--- config.mk ---
export PLATFORM = sky130hd
export DESIGN_NAME = evl_top
export DESIGN_NICKNAME = d
export VERILOG_FILES = /design/src/rtl/evl_pkg.sv /design/src/rtl/evl_edge.sv /design/src/rtl/evl_bank.sv /design/src/rtl/evl_port.sv /design/src/rtl/evl_top.sv
export SDC_FILE = /design/constraint.sdc
export NUM_CORES = 1
export LEC_CHECK = 0
export ABC_AREA = 1
export ABC_CLOCK_PERIOD_IN_PS = 1830
export CORE_ASPECT_RATIO = 1.75
export CORE_MARGIN = 2
export CORE_UTILIZATION = 45
export CTS_CLUSTER_SIZE = 14
export DETAILED_ROUTE_END_ITERATION = 10
export GPL_ROUTABILITY_DRIVEN = 0
export PLACE_DENSITY_LB_ADDON = 0.25
export SETUP_SLACK_MARGIN = 0.5
export SLEW_MARGIN = 5
export SYNTH_ARGS = -nofsm -noshare
export SYNTH_HDL_FRONTEND = slang
export SYNTH_SLANG_ARGS = --single-unit
--- constraint.sdc ---
create_clock -name clk -period 1.83 [get_ports clk]
set_input_delay 0.366 -clock clk [delete_from_list [all_inputs] [get_ports clk]]
set_output_delay 0.366 -clock clk [all_outputs]
set_load 0.005 [all_outputs]
--- src/rtl/evl_pkg.sv ---
package evl_pkg;
  localparam int STAT_ADDR = 0;
  localparam int MASK_ADDR = 1;

  // next value of one status bit: a new occurrence outranks a clear
  function automatic logic stat_next(input logic cur, input logic rise, input logic clr);
    return rise | (cur & ~clr);
  endfunction

  // next value of one pending flag: a new occurrence outranks an acknowledge
  function automatic logic pend_next(input logic cur, input logic rise, input logic ack);
    return rise | (cur & ~ack);
  endfunction
endpackage

--- src/rtl/evl_edge.sv ---
module evl_edge #(
  parameter int N = 8
) (
  input  logic         clk,
  input  logic         rst_n,
  input  logic [N-1:0] lvl_i,
  output logic [N-1:0] rise_o
);
  logic [N-1:0] lvl_q;

  always_ff @(posedge clk or negedge rst_n) begin
    if (!rst_n) lvl_q <= '0;
    else        lvl_q <= lvl_i;
  end

  assign rise_o = lvl_i & ~lvl_q;
endmodule

--- src/rtl/evl_bank.sv ---
module evl_bank #(
  parameter int N = 8
) (
  input  logic         clk,
  input  logic         rst_n,
  input  logic [N-1:0] rise_i,
  input  logic [N-1:0] clr_i,
  input  logic [N-1:0] ack_i,
  output logic [N-1:0] status_o,
  output logic [N-1:0] pend_o
);
  import evl_pkg::*;

  for (genvar i = 0; i < N; i++) begin : g_bit
    always_ff @(posedge clk or negedge rst_n) begin
      if (!rst_n) begin
        status_o[i] <= 1'b0;
        pend_o[i]   <= 1'b0;
      end else begin
        status_o[i] <= stat_next(status_o[i], rise_i[i], clr_i[i]);
        pend_o[i]   <= pend_next(pend_o[i], rise_i[i], ack_i[i]);
      end
    end
  end
endmodule

--- src/rtl/evl_port.sv ---
module evl_port #(
  parameter int N      = 8,
  parameter int ADDR_W = 2
) (
  input  logic              clk,
  input  logic              rst_n,
  input  logic [ADDR_W-1:0] addr_i,
  input  logic              wr_en_i,
  input  logic              rd_en_i,
  input  logic [N-1:0]      wdata_i,
  input  logic [N-1:0]      status_i,
  output logic [N-1:0]      clr_o,
  output logic [N-1:0]      ack_o,
  output logic [N-1:0]      mask_o,
  output logic [N-1:0]      rdata_o
);
  import evl_pkg::*;

  logic sel_stat, sel_mask;
  assign sel_stat = (addr_i == ADDR_W'(STAT_ADDR));
  assign sel_mask = (addr_i == ADDR_W'(MASK_ADDR));

  assign clr_o = (wr_en_i && sel_stat) ? wdata_i  : '0;
  assign ack_o = (rd_en_i && sel_stat) ? status_i : '0;

  always_ff @(posedge clk or negedge rst_n) begin
    if (!rst_n)                   mask_o <= '0;
    else if (wr_en_i && sel_mask) mask_o <= wdata_i;
  end

  always_comb begin
    rdata_o = '0;
    if (sel_stat)      rdata_o = status_i;
    else if (sel_mask) rdata_o = mask_o;
  end
endmodule

--- src/rtl/evl_top.sv ---
module evl_top #(
  parameter int NUM_EVT = 8,
  parameter int ADDR_W  = 2
) (
  input  logic               clk,
  input  logic               rst_n,
  input  logic [NUM_EVT-1:0] evt_i,
  input  logic [ADDR_W-1:0]  addr_i,
  input  logic               wr_en_i,
  input  logic               rd_en_i,
  input  logic [NUM_EVT-1:0] wdata_i,
  output logic [NUM_EVT-1:0] rdata_o,
  output logic               irq_n_o
);
  logic [NUM_EVT-1:0] rise_w, clr_w, ack_w, status_w, pend_w, mask_w;

  evl_edge #(.N(NUM_EVT)) u_edge (
    .clk(clk), .rst_n(rst_n), .lvl_i(evt_i), .rise_o(rise_w)
  );

  evl_bank #(.N(NUM_EVT)) u_bank (
    .clk(clk), .rst_n(rst_n), .rise_i(rise_w), .clr_i(clr_w), .ack_i(ack_w),
    .status_o(status_w), .pend_o(pend_w)
  );

  evl_port #(.N(NUM_EVT), .ADDR_W(ADDR_W)) u_port (
    .clk(clk), .rst_n(rst_n), .addr_i(addr_i), .wr_en_i(wr_en_i),
    .rd_en_i(rd_en_i), .wdata_i(wdata_i), .status_i(status_w),
    .clr_o(clr_w), .ack_o(ack_w), .mask_o(mask_w), .rdata_o(rdata_o)
  );

  assign irq_n_o = ~|(pend_w & mask_w);
endmodule

* After elaboration in Yosys (flattened, before gate mapping)
Index checks and enable logic that the tools add are counted.
** Storage, ports and cells
- Register bits :: 32
- Input port bits :: 22
- Output and inout bits :: 9
- Word-level logic and storage cells :: 80
** Cells by class
- Eq/ne operators :: 1
- Mux-type cells :: 4
- Bitwise operators :: 51
- Reduce and logical (&&, ||, !) cells :: 6
** Operators with widths (count)
- 8-bit two-way mux :: 4
- 1-bit AND :: 16
- 8-bit AND :: 2
- 1-bit NOT :: 16
- 1-bit bitwise OR :: 16
- 8-bit NOT :: 1
- 8-bit OR reduction :: 1
- 1-bit logical AND :: 3
- 2-bit by 1-bit == test with 1-bit output, second input constant :: 1
- 2-bit logical NOT :: 1
- 1-bit logical NOT :: 1

* Longest topological paths before layout
Gate-level depths: netlist (run 1).
- Depth after elaboration :: 6
- Gate-level depth with buffers :: 6
- Mapped depth without buffers :: 6

* By module
Synthesis (run 1) repeated with hierarchy kept, for this count alone.
** Unflattened totals
- Cells, all modules :: 212
- Area, all modules :: 1580.3 um2
** Modules (own cells, without submodules)
- evl_port :: instances 1, cells an instance 97, area an instance 618.1 um2, sequential area each 200.2 um2
- evl_bank :: instances 1, cells an instance 72, area an instance 610.6 um2, sequential area each 400.4 um2
- evl_edge :: instances 1, cells an instance 24, area an instance 280.3 um2, sequential area each 200.2 um2
- evl_top :: instances 1, cells an instance 19, area an instance 71.3 um2, sequential area each 0.0 um2

* Worst setup path after synthesis (run 1)
Ideal clock, no wire load.
- Kind :: input to output
- Start point :: input addr_i[1]
- End point :: output rdata_o[0]
- Arrival time :: 765 ps
- Data required time :: 1464 ps
- Setup slack :: 699 ps
- Stages :: 4
- Path buffers :: 1
- Cells stage by stage :: nor2_4 > buf_6 > nand2_1 > nand2_1
** Between the ends
- Word-level cells in the longest chain between the ends :: 3
- Elaborated cells on any way between the ends :: 4
- Those cells by class :: 1 x eq/ne; 2 x mux; 1 x reduce/logical
** Ends and longest elaborated chain
- from (decl) :: RTL line evl_top.sv:8 : input logic [ADDR_W-1:0] addr_i,
- 2-bit by 1-bit == test with 1-bit output :: RTL line evl_port.sv:21 : assign sel_mask = (addr_i == ADDR_W'(MASK_ADDR));
- 8-bit two-way mux :: RTL line evl_port.sv:34 : else if (sel_mask) rdata_o = mask_o;
- 8-bit two-way mux * :: RTL line evl_port.sv:33 : if (sel_stat) rdata_o = status_i;
- to (decl) :: RTL line evl_top.sv:12 : output logic [NUM_EVT-1:0] rdata_o,
Mark *: on every way between the ends. The rest lies on a longest branch, timed or not.

* Worst setup path after layout (run 1)
- Start point :: register u_port.mask_o[0]
- End point :: output irq_n_o
** Between the ends
- Word-level cells in the longest chain between the ends :: 3
** Ends and longest elaborated chain
- from (decl) :: RTL line evl_port.sv:14 : output logic [N-1:0] mask_o,
- from (signal assigned) :: RTL line evl_port.sv:28 : else if (wr_en_i && sel_mask) mask_o <= wdata_i;
- 8-bit AND :: RTL line evl_top.sv:32 : assign irq_n_o = ~|(pend_w & mask_w);
- 8-bit OR reduction :: RTL line evl_top.sv:32
- 1-bit logical NOT :: RTL line evl_top.sv:32
- to (decl) :: RTL line evl_top.sv:13 : output logic irq_n_o
Every way passes these cells.

==> impl_summary.txt, run 1 <==
----------------------------------------------------
[Yosys]
  Per-instance average area after synthesis ... between 8 and 9 sq um
  Post-synthesis net count ... about 200
  Flops & latches, synth ... 32
  Sequential area share after synthesis ... 56.6%
  Netlist cell types ... 13
  Cell count after synthesis ... between 150 and 200
  Number of synthesis warnings ... 0
  Post-synthesis cell area ... about 1400 sq um

[Power and ir drop]
  Worst-case vdd ir drop ... 0.700 mV
  Power density of the placed cells ... 838 nW/um^2
  Share of power burned in registers ... 49.4%
  Switching power ... ~0.00046 W
  Leakage dissipation ... between 1 and 1.5 nW
  Internal Power ... 0.00123 W
  Switching power share of the total ... roughly 27%
  Clk pwr share ... 29.4%
  Total power ... around 0.0017 W
  Logic pwr share ... a little over a fifth

[Critical path]
  Critical path, cell by cell ... nand2_1 -> nand2_1 -> inv_1 -> nand2_1 -> nor2_1 -> buf_2
  Arrival @ worst endpoint ... around 1.2 ns
  Worst path required time ... approximately 1.5 ns
  Worst-case register-to-register setup slack ... around 0.99 ns
  Endpoint class of the critical path ... output port
  Longest individual stage delay on the worst path ... 0.40 ns
  Dominant cell type by count on the critical path ... sky130_fd_sc_hd__nand2_1
  Start-to-end type of the worst setup path ... reg -> out
  Maximum fanout count along the critical path ... 3
  Cell type of the slowest stage on the worst timing path ... sky130_fd_sc_hd__dfrtp_1
  Category of the worst setup path launch point ... flip-flop

[Clocking]
  Number of levels in the clock H-tree ... 2
  Post-CTS Hold Buffers ... 0
  CTS clock-pin slew for the worst setup and hold paths ... 0.06 ns
  Skew-Pair Late Insertion Delay ... 0.28 ns
  Clock Sinks ... 32
  Number of buffers added by the clock tree synthesis step ... 5
  Clock tree from TritonCTS ... done
  Clock root buffer ... sky130_fd_sc_hd__clkbuf_8
  Maximum buffer depth of the clock tree ... 2

[STA]
  Share of the clock period used by the worst path after layout ... between 80 and 90%
  Setup-violating endpoint count in the final report ... 0
  Max frequency ... about 0.66 GHz
  Clock Skews ... around 0.00065 ns
  Total count of hold-check failures in the final report ... 0
  Relative max-transition margin ... between 70% and 80%
  Clock period minus final worst setup slack ... roughly 1.5 ns
  Setup_tns ... 0 ns
  RSZ-0062 raised after global routing ... true
  Final number of max-transition violations ... 0
  Measured slew at the worst slew-check pin ... approximately 0.41 ns

[Detailed routing]
  Detailed router's first-iteration violation count ... 38
  Total number of vias ... about 1300
  Total iterations of the first detailed-routing run ... 4
  Highest routed metal layer ... met4
  Routed length on met1 ... 1340 um
  Total wire length after detailed routing ... ~3600 um
  Number of nets with antenna violations after routing ... 0
  Wire length per cell ... roughly 13 um
  Detailed-routed wire length on met2 ... 1970 um
  Detailed-route DRC error count ... 0
  Number of vias per cell after detailed routing ... ~4.8
  Met3 routed wirelength ... roughly 180 um

[Hold path]
  HP Class ... in -> async

[Layout]
  Inserted Diodes ... 0
  Multi-input gate area in the final layout ... roughly 540 sq um
  Layout overhead on the synthesized area ... 42.8%
  Nets@finish ... between 200 and 250
  Storage element area ... between 800 and 900 sq um
  Share of post-route cells with drive strength above 1 ... between 20% and 30%
  FILL cells ... 262

[Die]
  Core Rows ... 27
  Placeable core region ... about 3000 sq um
  Die area ... approximately 3600 sq um
  Die Y ... 78.2 um
  Effective utilization at floorplan ... a little under half
  Floorplan die width ... 46.4 um
  Num ports ... 31

[Global routing]
  Number of global-route vias before repair ... about 1300
  Initial antenna violation count ... 0
  Total overflow reported by the global router ... 0
  Combined global-route utilization of all metal layers ... 23.5%
  First-pass GRT wire length ... 6000 um
  Pin count of the biggest net entering global routing ... 33

[Place]
  Number of port buffers ... 30
  Hpwl dp ... 2120 um

[Outcome]
  Result of the run ... finished clean

[Job]
  Count of maximum capacitance violations ... 0

----------------------------------------------------
cell usage after synthesis:
master                    count  area share (%)
sky130_fd_sc_hd__inv_4        1            0.44
sky130_fd_sc_hd__inv_2        2            0.53
sky130_fd_sc_hd__dfrtp_1     32              57
sky130_fd_sc_hd__nand2_1    102              27
sky130_fd_sc_hd__buf_2        1            0.35
sky130_fd_sc_hd__nand2_4      1            0.80
sky130_fd_sc_hd__nor2_4       2             1.6
sky130_fd_sc_hd__nor2_1       1            0.26
sky130_fd_sc_hd__buf_6        3             2.4
sky130_fd_sc_hd__nand3_1     14             5.0
sky130_fd_sc_hd__nand2_2      1            0.44
sky130_fd_sc_hd__inv_1       12             3.2
sky130_fd_sc_hd__nand3_2      2             1.4
critical path, delay by kind of cell (launching register included):
| kind | cells | cell delay, ns |
|---|---|---|
| buffers and inverters | 2 | 0.19 |
| AND/OR/NAND/NOR | 4 | 0.28 |
| flip-flops | 1 | 0.40 |
routing by layer:
layer  global-route usage (%)  vias to the layer above
li1                         -                      633
met1                     27.6                      595
met2                     37.4                       46
met3                     5.75                       13
met4                     13.1                        0
met5                        0                        -
layout by cell type, fill, tap and decap left out:
cell and n:
sky130_fd_sc_hd__nand2_2 7, sky130_fd_sc_hd__inv_2 2, sky130_fd_sc_hd__nand3_1 14, sky130_fd_sc_hd__clkdlybuf4s50_1 19, sky130_fd_sc_hd__bufbuf_16 1, sky130_fd_sc_hd__buf_6 4, sky130_fd_sc_hd__inv_1 12, sky130_fd_sc_hd__inv_6 1
sky130_fd_sc_hd__buf_2 9, sky130_fd_sc_hd__nor2_4 2, sky130_fd_sc_hd__nand3_2 2, sky130_fd_sc_hd__clkbuf_8 5, sky130_fd_sc_hd__buf_8 2, sky130_fd_sc_hd__dfrtp_1 32, sky130_fd_sc_hd__nor2_1 1, sky130_fd_sc_hd__buf_4 13
sky130_fd_sc_hd__buf_16 1, sky130_fd_sc_hd__buf_12 1, sky130_fd_sc_hd__clkinv_2 1, sky130_fd_sc_hd__nand2_1 95, sky130_fd_sc_hd__nand2_4 2, sky130_fd_sc_hd__clkbuf_1 1
per-stage QoR:
stage	setup WS (ns)	area, sq um	std cells	utilization, %	hold WS, ns
after CTS	0.356	1970	266	64.1	0.478
after global routing	0.207	2020	270	65.7	0.505
final	0.317	2020	270	65.7	0.478
after detailed placement	-0.329	1780	248	57.9	0.463
after global placement	-0.302	1780	248	57.9	0.460
after floorplan	0.699	1420	174	-	0.0704
cell type report:
| type | instances | share of cell area [%] |
|---|---|---|
| clock inverters | 1 | 0.248 |
| inverters | 15 | 3.03 |
| clock buffers | 6 | 3.59 |
| flip-flops and latches | 32 | 39.6 |
| repair buffers | 50 | 24.1 |
| well taps | 43 | 2.66 |
| multi-input cells | 123 | 26.7 |
power by group through the flow:
stage | sequential [W] | combinational (W) | clock (W)
final | 0.000836 | 0.000359 | 0.000498
after global routing | 0.000843 | 0.000399 | 0.000550
after detailed placement | 0.000846 | 0.000289 | 0
after global placement | 0.000841 | 0.000283 | 0
after CTS | 0.000831 | 0.000328 | 0.000512
after floorplan | 0.000832 | 0.000148 | 0
registers in the layout, summed over array words and instances, names as in the netlist:
signal and count:
u_edge.lvl_q 8, u_bank.status_o 8, u_port.mask_o 8, u_bank.pend_o 8
path summary, 6_finish.rpt:
kind	startpoint	endpoint	depth (start not counted)
worst min-delay path	rst_n	u_edge.lvl_q[0]	2
worst min register to register	u_bank.pend_o[7]	u_bank.pend_o[7]	2
worst max-delay path	u_port.mask_o[0]	irq_n_o	6
max in group asynchronous	rst_n	u_bank.status_o[4]	2
min in group clk	u_bank.pend_o[7]	u_bank.pend_o[7]	2
worst max register to register	u_port.mask_o[7]	u_port.mask_o[7]	4
what timing repair did:
item,in CTS,in global routing
cloned,2,0
pin swaps,10,4
buffers inserted,9,4
gates resized for setup,58,6
hold endpoints to repair,0,0
setup endpoints to repair,9,9
kinds of logic after synthesis:
| group | count (synthesis) | synth area share [%] |
|---|---|---|
| buffers and inverters | 19 | 6.90 |
| flip-flops | 32 | 56.6 |
| AND/OR/NAND/NOR | 123 | 36.5 |
(Power assumes the default switching activity.)
==> inputs of run 2 (changes only) <==
- ABC_CLOCK_PERIOD_IN_PS: 1830 -> 1500
- clock period: 1.83 -> 1.5 ns (I/O delays scaled with it)
==> run 2 against run 1 <==
  * Routed wire length up 4.0%
  * Cell area increased by 5.5%
  * Clock-buffer cell count increased by 2
  * Register-to-register slack got worse by 0.36 ns
  * Flip-flop and latch count is the same
  * Worst hold slack lost 0.11 ns
  * Clock power increased by 38%
  * Sequential power is 22% higher
  * Setup slack got worse by 0.27 ns
  * Power grew 30%
  * Sequential share of layout area fell by 2.1 points
  * Largest cell class unchanged
  * Largest power group unchanged
  * Highest routed layer unchanged
==> impl_summary.txt, run 2 (synthesis results as in run 1) <==
----------------------------------------------------
[Critical path]
  Maximum fanout count along the critical path ... 2 (-1)
  Worst path required time ... 1.20 ns (-0.26 ns)
  Start-to-end type of the worst setup path ... reg -> out
  Startpoint of the lowest-slack register-to-register path ... u_port.mask_o[7]
  Endpoint class of the critical path ... output port
  Crit path from ... u_port.mask_o[7]
  Category of the worst setup path launch point ... flip-flop
  Arrival @ worst endpoint ... 1.15 ns (about the same)

[STA]
  Measured slew at the worst slew-check pin ... 0.405 ns (-0.00544 ns)
  Max frequency ... between 0.6 and 0.7 GHz
  Clock Skews ... 0.000407 ns (-0.000246 ns)
  Worst hold slack ... 0.368 ns (-0.110 ns)
  Clock period minus final worst setup slack ... around 1.4 ns
  Relative max-transition margin ... 73.0% (+0.36 points)
  Total count of hold-check failures in the final report ... 0 (unchanged)
  Share of the clock period used by the worst path after layout ... between 90 and 100%
  Final setup slack of the worst path ... 0.0512 ns (-0.266 ns)
  Setup-violating endpoint count in the final report ... 0 (unchanged)
  RSZ-0062 raised after global routing ... true
  Final number of max-transition violations ... 0 (unchanged)

[Global routing]
  Busiest layer in global routing ... met2
  First-pass GRT wire length ... 5820 um (-2.9%)
  Pin count of the biggest net entering global routing ... 33 (unchanged)
  GRT met1 Usage ... 25.6% (-2.0 points)
  Met3 demand-to-capacity share in global routing ... 5.98% (+0.23 points)
  Initial antenna violation count ... 0 (unchanged)
  Fraction of met2 tracks used by global routing ... 37.2% (-0.14 points)
  Total overflow reported by the global router ... 0 (unchanged)
  Number of global-route vias before repair ... 1314 (-0.90%)
  Combined global-route utilization of all metal layers ... 22.9% (-0.64 points)

[Layout]
  Layout overhead on the synthesized area ... 50.7%
  Most common library cell in the layout ignoring fill and taps ... sky130_fd_sc_hd__nand2_1
  Nets@finish ... 253 (+1.6%)
  Share of post-route cells with drive strength above 1 ... 27.2% (+3.8 points)
  Post-layout instance area ... 2130 sq um (+5.5%)
  FILL cells ... 246 (-6.1%)
  Inserted Diodes ... 0 (unchanged)
  Most frequent cells in the layout ... sky130_fd_sc_hd__nand2_1 (90), sky130_fd_sc_hd__dfrtp_1 (32), sky130_fd_sc_hd__clkdlybuf4s50_1 (17)

[Detailed routing]
  Wire length per cell ... 13.7 um (+2.1%)
  Detailed-route DRC error count ... 0 (unchanged)
  Detailed router's first-iteration violation count ... 45 (+18%)
  Total number of vias ... 1324 (+2.9%)
  Total wire length after detailed routing ... 3770 um (+4.0%)
  Total iterations of the first detailed-routing run ... 4 (unchanged)
  Number of nets with antenna violations after routing ... 0 (unchanged)
  Number of vias per cell after detailed routing ... 4.81 (+1.0%)

[Place]
  Post-DP Area ... 1850 sq um (+4.1%)
  Hpwl dp ... 2240 um (+5.5%)
  Post-placement worst setup slack ... -0.525 ns (-0.196 ns)
  Number of port buffers ... 30 (unchanged)

[Hold path]
  HP Class ... in -> async

[Clocking]
  Clock tree from TritonCTS ... done
  Maximum buffer depth of the clock tree ... 2 (unchanged)
  Clock root buffer ... sky130_fd_sc_hd__clkbuf_8
  Number of levels in the clock H-tree ... 2 (unchanged)
  Post-CTS Hold Buffers ... 0 (unchanged)
  Number of buffers added by the clock tree synthesis step ... 5 (unchanged)
  Clock Sinks ... 32 (unchanged)
  CTS clock-pin slew for the worst setup and hold paths ... 0.07 ns (about the same)
  Skew-Pair Late Insertion Delay ... 0.29 ns (about the same)

[Power and ir drop]
  Logic pwr share ... 22.2% (+1.0 points)
  Worst-case vdd ir drop ... 0.740 mV (+5.8%)
  Leakage dissipation ... 1.13 nW (+4.9%)
  Power density of the placed cells ... 1030 nW/um^2 (+23%)
  Clk pwr share ... 31.3% (+1.9 points)
  Switching power share of the total ... 27.7% (+0.33 points)
  Internal Power ... 0.00159 W (+29%)
  Total power ... 0.00220 W (+30%)
  Share of power burned in registers ... 46.4% (-3.0 points)
  Switching power ... 0.000609 W (+31%)

[Die]
  Die area ... 3630 sq um (unchanged)
  Placeable core region ... 3070 sq um (unchanged)
  Effective utilization at floorplan ... 46.0% (unchanged)
  Floorplan die width ... 46.4 um (unchanged)
  Num ports ... 31 (unchanged)
  Core Rows ... 27 (unchanged)
  Die Y ... 78.2 um (unchanged)

[Outcome]
  Result of the run ... finished clean

[Job]
  Count of maximum capacitance violations ... 0 (unchanged)

----------------------------------------------------
==> run 2: cell types whose count changed in the layout (fill, tap and decap cells not counted), sizes merged <==
| cell | previous run | this run |
|---|---|---|
| buf | 30 | 34 |
| bufbuf | 1 | 0 |
| clkbuf | 6 | 9 |
| clkdlybuf4s50 | 19 | 17 |
| clkinv | 1 | 0 |
| dlygate4sd2 | 0 | 2 |
==> run 2: layer usage <==
layer,vias up,share of wire (%)
li1,640,-
met5,-,0
met4,0,2.7
met3,10,4.7
met2,42,55
met1,632,37
==> run 2: critical path, stage by stage (launching register included) <==
cell	delay, ns
sky130_fd_sc_hd__dfrtp_1	0.38
sky130_fd_sc_hd__buf_4	0.14
sky130_fd_sc_hd__buf_4	0.13
sky130_fd_sc_hd__nand2_2	0.05
sky130_fd_sc_hd__nand2_1	0.04
sky130_fd_sc_hd__buf_2	0.12
==> run 2: worst paths after layout <==
path                                      endpoint  slack [ns]  cells past startpoint
max in group asynchronous       u_bank.status_o[4]        0.95                      2
min in group clk                  u_bank.pend_o[4]        0.47                      2
worst min-delay path               u_edge.lvl_q[7]        0.37                      2
worst max register to register    u_port.mask_o[7]        0.63                      4
worst max-delay path                    rdata_o[7]        0.05                      5
worst min register to register    u_bank.pend_o[4]        0.47                      2
==> run 2: stage by stage <==
stage	cells	TNS (ns)	utilization (%)
5_1_grt	275	-0.0307	69.4
3_3_place_gp	256	-3.97	60.3
3_5_place_dp	256	-4.19	60.3
4_1_cts	271	0	66.8
2_1_floorplan	174	0	-
6_report	275	0	69.4
==> run 2: layout make-up <==
cell class | instances | area [sq um] | area share, %
sequential | 32 | 801 | 37.6
clock buffer | 8 | 90.1 | 4.23
multi-input combinational | 123 | 564 | 26.5
tap | 43 | 53.8 | 2.52
inverter | 15 | 58.8 | 2.76
timing repair buffer | 54 | 564 | 26.5
==> run 2: power by group through the flow <==
stage	sequential (W)	combinational, W	clock (W)
after CTS	0.00101	0.000449	0.000692
after floorplan	0.00102	0.000181	0
after global routing	0.00103	0.000541	0.000738
final	0.00102	0.000489	0.000688
after detailed placement	0.00102	0.000417	0
after global placement	0.00102	0.000405	0
==> run 2: timing repair <==
| action | 4_1_cts | 5_1_grt |
|---|---|---|
| setup buffers | 5 | 3 |
| setup endpoints to repair | 33 | 10 |
| cloned | 2 | 1 |
| resized for setup | 69 | 8 |
| pin swaps | 8 | 3 |
